==> src/rtl/errirq_pkg.sv <==
`timescale 1ns/1ps
package errirq_pkg;
  localparam int unsigned SRC_N = 6;
  typedef logic [SRC_N-1:0] srcvec_t;

  // Sticky update: acknowledge clears, a new event wins over a clear.
  function automatic srcvec_t sticky_next(srcvec_t cur, srcvec_t evt, srcvec_t ack);
    return (cur & ~ack) | evt;
  endfunction

  // Enable update for one set and one clear vector.
  function automatic srcvec_t enable_next(srcvec_t cur, srcvec_t set, srcvec_t clr);
    return (cur | set) & ~clr;
  endfunction

  function automatic srcvec_t gate(srcvec_t raw, srcvec_t en);
    return raw & en;
  endfunction
endpackage

==> src/rtl/errirq_bits.sv <==
`timescale 1ns/1ps
module errirq_bits
  import errirq_pkg::*;
(
  input  logic    clk,
  input  logic    rst_n,
  input  srcvec_t evt_i,
  input  srcvec_t ack_i,
  output srcvec_t raw_o
);
  srcvec_t raw_q;

  for (genvar g = 0; g < SRC_N; g++) begin : g_cell
    always_ff @(posedge clk or negedge rst_n) begin
      if (!rst_n) raw_q[g] <= 1'b0;
      else        raw_q[g] <= (raw_q[g] & ~ack_i[g]) | evt_i[g];
    end
  end

  assign raw_o = raw_q;

  // every pulsed source is latched on the following edge.
  a_r2_event_latches: assert property (@(posedge clk) disable iff (!rst_n)
    (evt_i != '0) |=> ((raw_o & $past(evt_i)) == $past(evt_i)));

  // acknowledged bits without a concurrent event drop.
  a_r6_ack_clears: assert property (@(posedge clk) disable iff (!rst_n)
    (ack_i != '0) |=> ((raw_o & $past(ack_i & ~evt_i)) == '0));

  // with no event and no acknowledge, the bits hold.
  a_r2_sticky_hold: assert property (@(posedge clk) disable iff (!rst_n)
    (evt_i == '0 && ack_i == '0) |=> $stable(raw_o));
endmodule

==> src/rtl/errirq_regs.sv <==
`timescale 1ns/1ps
module errirq_regs
  import errirq_pkg::*;
#(
  parameter int unsigned ADDR_W   = 12,
  parameter int unsigned DATA_W   = 32,
  parameter logic [ADDR_W-1:0] A_RAW  = 12'h1C0,
  parameter logic [ADDR_W-1:0] A_STAT = 12'h1C4,
  parameter logic [ADDR_W-1:0] A_ESET = 12'h1C8,
  parameter logic [ADDR_W-1:0] A_ECLR = 12'h1CC
) (
  input  logic              clk,
  input  logic              rst_n,
  input  logic [ADDR_W-1:0] reg_addr,
  input  logic              reg_we,
  input  logic [DATA_W-1:0] reg_wdata,
  input  srcvec_t           raw_i,
  output srcvec_t           en_o,
  output srcvec_t           ack_o,
  output logic [DATA_W-1:0] reg_rdata
);
  localparam int unsigned PAD_W = DATA_W - SRC_N;

  logic    hit_raw, hit_stat, hit_set, hit_clr;
  srcvec_t wbits, set_v, clr_v, en_q, rd_bits;
  logic    unused_wdata_hi;

  assign hit_raw  = (reg_addr == A_RAW);
  assign hit_stat = (reg_addr == A_STAT);
  assign hit_set  = (reg_addr == A_ESET);
  assign hit_clr  = (reg_addr == A_ECLR);

  assign wbits  = reg_wdata[SRC_N-1:0];
  assign unused_wdata_hi = ^reg_wdata[DATA_W-1:SRC_N];

  assign set_v = (reg_we && hit_set)  ? wbits : '0;
  assign clr_v = (reg_we && hit_clr)  ? wbits : '0;
  assign ack_o = (reg_we && hit_stat) ? wbits : '0;

  always_ff @(posedge clk or negedge rst_n) begin
    if (!rst_n) en_q <= '0;
    else        en_q <= enable_next(en_q, set_v, clr_v);
  end

  assign en_o = en_q;

  always_comb begin
    rd_bits = '0;
    if (hit_raw)              rd_bits = raw_i;
    else if (hit_stat)        rd_bits = gate(raw_i, en_q);
    else if (hit_set || hit_clr) rd_bits = en_q;
  end

  assign reg_rdata = {{PAD_W{1'b0}}, rd_bits};

  // bits written to the set address are enabled next cycle.
  a_r3_enable_set: assert property (@(posedge clk) disable iff (!rst_n)
    (set_v != '0) |=> ((en_o & $past(set_v)) == $past(set_v)));

  // bits written to the clear address are disabled next cycle.
  a_r4_enable_clr: assert property (@(posedge clk) disable iff (!rst_n)
    (clr_v != '0) |=> ((en_o & $past(clr_v)) == '0));

  // a write to the raw address never acknowledges.
  a_r6_raw_readonly: assert property (@(posedge clk) disable iff (!rst_n)
    (reg_we && hit_raw) |-> (ack_o == '0));
endmodule

==> src/rtl/errirq_hub.sv <==
`timescale 1ns/1ps
module errirq_hub
  import errirq_pkg::*;
#(
  parameter int unsigned ADDR_W = 12,
  parameter int unsigned DATA_W = 32,
  parameter logic [SRC_N-1:0] FATAL_MASK = 6'b01_0010
) (
  input  logic              clk,
  input  logic              rst_n,
  input  logic [SRC_N-1:0]  evt_i,
  input  logic [ADDR_W-1:0] reg_addr,
  input  logic              reg_we,
  input  logic [DATA_W-1:0] reg_wdata,
  output logic [DATA_W-1:0] reg_rdata,
  output logic              err_irq_o,
  output logic              err_fatal_o
);
  srcvec_t raw_w, en_w, ack_w, live_w;

  errirq_bits i_bits (
    .clk   (clk),
    .rst_n (rst_n),
    .evt_i (evt_i),
    .ack_i (ack_w),
    .raw_o (raw_w)
  );

  errirq_regs #(
    .ADDR_W (ADDR_W),
    .DATA_W (DATA_W)
  ) i_regs (
    .clk       (clk),
    .rst_n     (rst_n),
    .reg_addr  (reg_addr),
    .reg_we    (reg_we),
    .reg_wdata (reg_wdata),
    .raw_i     (raw_w),
    .en_o      (en_w),
    .ack_o     (ack_w),
    .reg_rdata (reg_rdata)
  );

  assign live_w      = gate(raw_w, en_w);
  assign err_irq_o   = |live_w;
  assign err_fatal_o = |(live_w & FATAL_MASK);

  // a fatal indication is always also an interrupt.
  a_r9_fatal_in_irq: assert property (@(posedge clk) disable iff (!rst_n)
    err_fatal_o |-> err_irq_o);

  // the interrupt needs a latched bit and an enable.
  a_r8_irq_needs_src: assert property (@(posedge clk) disable iff (!rst_n)
    err_irq_o |-> (raw_w != '0 && en_w != '0));

  // upper read bits stay zero.
  a_r10_upper_zero: assert property (@(posedge clk) disable iff (!rst_n)
    reg_rdata[DATA_W-1:SRC_N] == '0);
endmodule

==> config.mk <==
export PLATFORM = sky130hd
export DESIGN_NAME = errirq_hub
export DESIGN_NICKNAME = d
export VERILOG_FILES = /design/src/rtl/errirq_pkg.sv /design/src/rtl/errirq_bits.sv /design/src/rtl/errirq_regs.sv /design/src/rtl/errirq_hub.sv
export SDC_FILE = /design/constraint.sdc
export NUM_CORES = 1
export LEC_CHECK = 0
export ABC_AREA = 1
export BUFFER_PORTS_ARGS = -buffer_cell sky130_fd_sc_hd__buf_2
export CAP_MARGIN = 20
export CORE_ASPECT_RATIO = 0.8
export CORE_MARGIN = 5
export CORE_UTILIZATION = 34
export DETAILED_ROUTE_END_ITERATION = 12
export GPL_TIMING_DRIVEN = 1
export PLACE_DENSITY_LB_ADDON = 0.25
export SETUP_SLACK_MARGIN = 0.3
export SYNTH_ARGS = -nofsm -noshare
export SYNTH_HDL_FRONTEND = slang
export SYNTH_SLANG_ARGS = --single-unit
==> constraint.sdc <==
create_clock -name clk -period 0.8 [get_ports clk]
set_input_delay 0.08 -clock clk [delete_from_list [all_inputs] [get_ports clk]]
set_output_delay 0.08 -clock clk [all_outputs]
set_load 0.005 [all_outputs]
==> flow_metrics.py <==
metrics = {
    "cts": {
        "cts_buffer_depth": 2,
        "numCtsBuffers": 3,
        "root_buffer": "clkbuf_8",
        "h-tree-depth": 1,
        "clock_latency_ns": 0.23,
        "cts_tree": "yes",
        "cts.sinks": 12,
        "clk_pin_slew_ns": 0.05,
    },
    "power_and_ir_drop": {
        "p_sw_frac": 0.263,
        "switching_power_w": 0.000379,
        "clockPowerShare": 0.367,
        "power.density_nw_per_um2": 840,
        "p_comb_frac": 0.210,
        "vdd_drop_max_v": 0.000901,
        "power.share.sequential": 0.424,
        "p_leak_nw": 0.900,
        "intPower_w": 0.00106,
    },
    "place": {
        "placed_area_um2": 1350,
        "place.port_buffers": 34,
        "gp_congestion": 0.785,
        "hpwl_um": 2350,
    },
    "worst_setup_path": {
        "crit_arrival_ns": 1.23,
        "path_max_fanout": 2,
        "worstSetupPathType": "flip-flop to primary output",
        "crit_path_start_kind": "flip-flop",
        "slowest_stage": "dfrtp_1",
        "path_cells": "a22o_1, nor2_2, nand3_1, buf_2",
        "crit_family": "flip-flops",
        "critPathBufInv": 1,
        "max_stage_delay_ns": 0.40,
        "worstPathRequired_ns": 0.72,
        "critPathCaptureType": "primary output",
        "r2r_slack_ns": -0.02,
    },
    "synthesis": {
        "syn_inst": 148,
        "yosys.area.top_type": "dfrtp_1",
        "yosysTopAreaCellShare": 0.292,
        "synth_area_leaders": "dfrtp_1 (29%), buf_4 (19%), nand2_1 (12%)",
        "yosysSeqAreaShare": 0.292,
        "synth_area_um2": 1030,
        "ys_types": 20,
        "avgSynthCellArea_um2": 6.95,
        "yosysWarningCount": 0,
        "ys_ff_latch": 12,
    },
    "detailed_routing": {
        "drtAntennaViolNets": 0,
        "drcViolationCount": 0,
        "first_iter_violations": 61,
        "vias": 1136,
        "wirelength_um": 3420,
        "routedWlPerCell_um": 13.8,
        "avgViaCountPerCell": 4.60,
        "drtPass1Iterations": 4,
    },
    "die": {
        "die_area_um2": 4230,
        "core-area_um2": 2830,
        "die_h_um": 59.2,
        "num_rows": 17,
        "die_w_um": 71.5,
        "ios": 87,
        "start_util": 0.364,
    },
    "finish": {
        "seq_area_um2": 300,
        "fin_nets": 264,
        "design_area_um2": 1720,
        "syn_to_final_growth_pct": 67.0,
        "fillCellCount": 246,
        "drive_above_1_share": 0.507,
        "final_util": 0.607,
        "multi_input_area_um2": 733,
        "antenna_cells": 0,
    },
    "global_route": {
        "gr-total-overflow": 0,
        "grt_max_degree": 13,
        "antenna_found_initial": 0,
        "grt_util_all_layers": 0.154,
        "grt_pass1_vias": 1082,
        "grt_pass1_wl_um": 5060,
    },
    "timing": {
        "fin_crit_sh": 1.63,
        "fin_ws_ns": -0.505,
        "min_period_ns": 1.31,
        "hold_viol_final": 12,
        "max_freq_mhz": 766,
        "holdWs_ns": -0.276,
        "drv_slew": 0,
        "fin_worst_skew_ns": 0,
        "finalSetupViolCount": 20,
        "rsz0062_at_grt": "yes",
    },
    "run_status": {
        "status": "finished with violations",
        "violations": "negative hold slack, negative setup slack",
    },
    "worst_hold_path": {
        "worstHoldPathType": "primary input to asynchronous set/reset pin",
    },
    "run": {
        "drv_cap": 0,
    },
}
## placed cells by master, fill, tap and decap left out
cell,count
a21oi_2,5
a22o_1,2
and3_4,1
buf_12,1
buf_16,3
buf_2,28
buf_4,14
buf_6,15
buf_8,1
clkbuf_8,3
conb_1,26
dfrtp_1,12
inv_1,13
inv_2,4
nand2_1,28
nand2_2,4
nand2_4,3
nand3_1,2
nand3_2,10
nand3_4,4
nand4_1,12
nor2_1,6
nor2_2,2
nor2_4,7
nor2_8,1
nor3_1,1
o21ai_0,1
## power by group through the flow
stage	registers [W]	logic (W)	clock network, W
floorplan	0.000620	0.000192	0
finish	0.000611	0.000303	0.000529
CTS	0.000610	0.000279	0.000547
global placement	0.000620	0.000239	0
detailed placement	0.000620	0.000244	0
global route	0.000610	0.000330	0.000576
## worst register-to-register path: cells and delay by family, from the launching register on
family	cells	cell delay, ns
buf+inv	2	0.23
flops	1	0.38
simple gates	2	0.10
## Yosys cell counts
master	number
buf_4	26
nand4_1	12
inv_2	1
o21ai_0	1
a22o_1	2
nand2_1	33
nand3_1	16
nor2_2	3
buf_2	1
dfrtp_1	12
buf_6	1
a21oi_1	5
conb_1	1
nor2_1	12
inv_1	16
and3_1	1
nor2_8	1
nor3_1	1
buf_8	1
nand2_2	2
## per-layer routing
layer	global-route usage	wire, um	vias to the layer above
li1	-	-	550
met1	0.184	1200	524
met2	0.271	1840	56
met3	0.0441	344	6
met4	0.0402	36	0
met5	0	0	-
## flip-flops by register name, indices dropped and copies added (netlist names)
signal / cells
i_bits.raw_o: 6
i_regs.en_o: 6
## layout make-up
class,instances,share of cell area
flip-flops and latches,12,0.175
clock buffers,3,0.0240
multi-input cells,115,0.427
inverters,17,0.0371
well taps,38,0.0277
repair buffers,62,0.310
## through the flow
step	setup WS (ns)	instances	setup TNS, ns	power (W)
floorplan	-0.0660	173	-0.617	0.000812
global placement	-0.304	234	-4.61	0.000859
detailed placement	-0.347	234	-5.17	0.000864
CTS	-0.494	245	-4.42	0.00144
global route	-0.571	247	-6.30	0.00152
finish	-0.505	247	-5.13	0.00144
## cell families (layout without fill, tap and decap cells)
family | Yosys count | after routing | share of synthesized area
AND/OR/NAND/NOR | 81 | 81 | 0.376
buffers and inverters | 46 | 82 | 0.282
flip-flops | 12 | 12 | 0.292
AO/OA/AOI/OAI | 8 | 8 | 0.0462
other | 1 | 26 | 0.00365
## what timing repair did
item,CTS,global route
pin swaps,19,10
setup endpoints to repair,20,20
hold endpoints to repair,12,12
resized for setup,32,15
cloned,3,0
setup buffers,5,2
## worst paths after layout
| kind | startpoint | endpoint | cells past startpoint |
|---|---|---|---|
| min in group clk | evt_i[0] | i_bits.raw_o[0] | 3 |
| setup reg to reg | i_bits.raw_o[4] | i_bits.raw_o[4] | 4 |
| max in group asynchronous | rst_n | i_regs.en_o[1] | 1 |
| setup / recovery | i_regs.en_o[3] | err_irq_o | 4 |
| hold / removal | rst_n | i_bits.raw_o[5] | 1 |
| hold reg to reg | i_bits.raw_o[0] | i_bits.raw_o[0] | 2 |
Note: power is estimated with default switching activity, not from simulation.
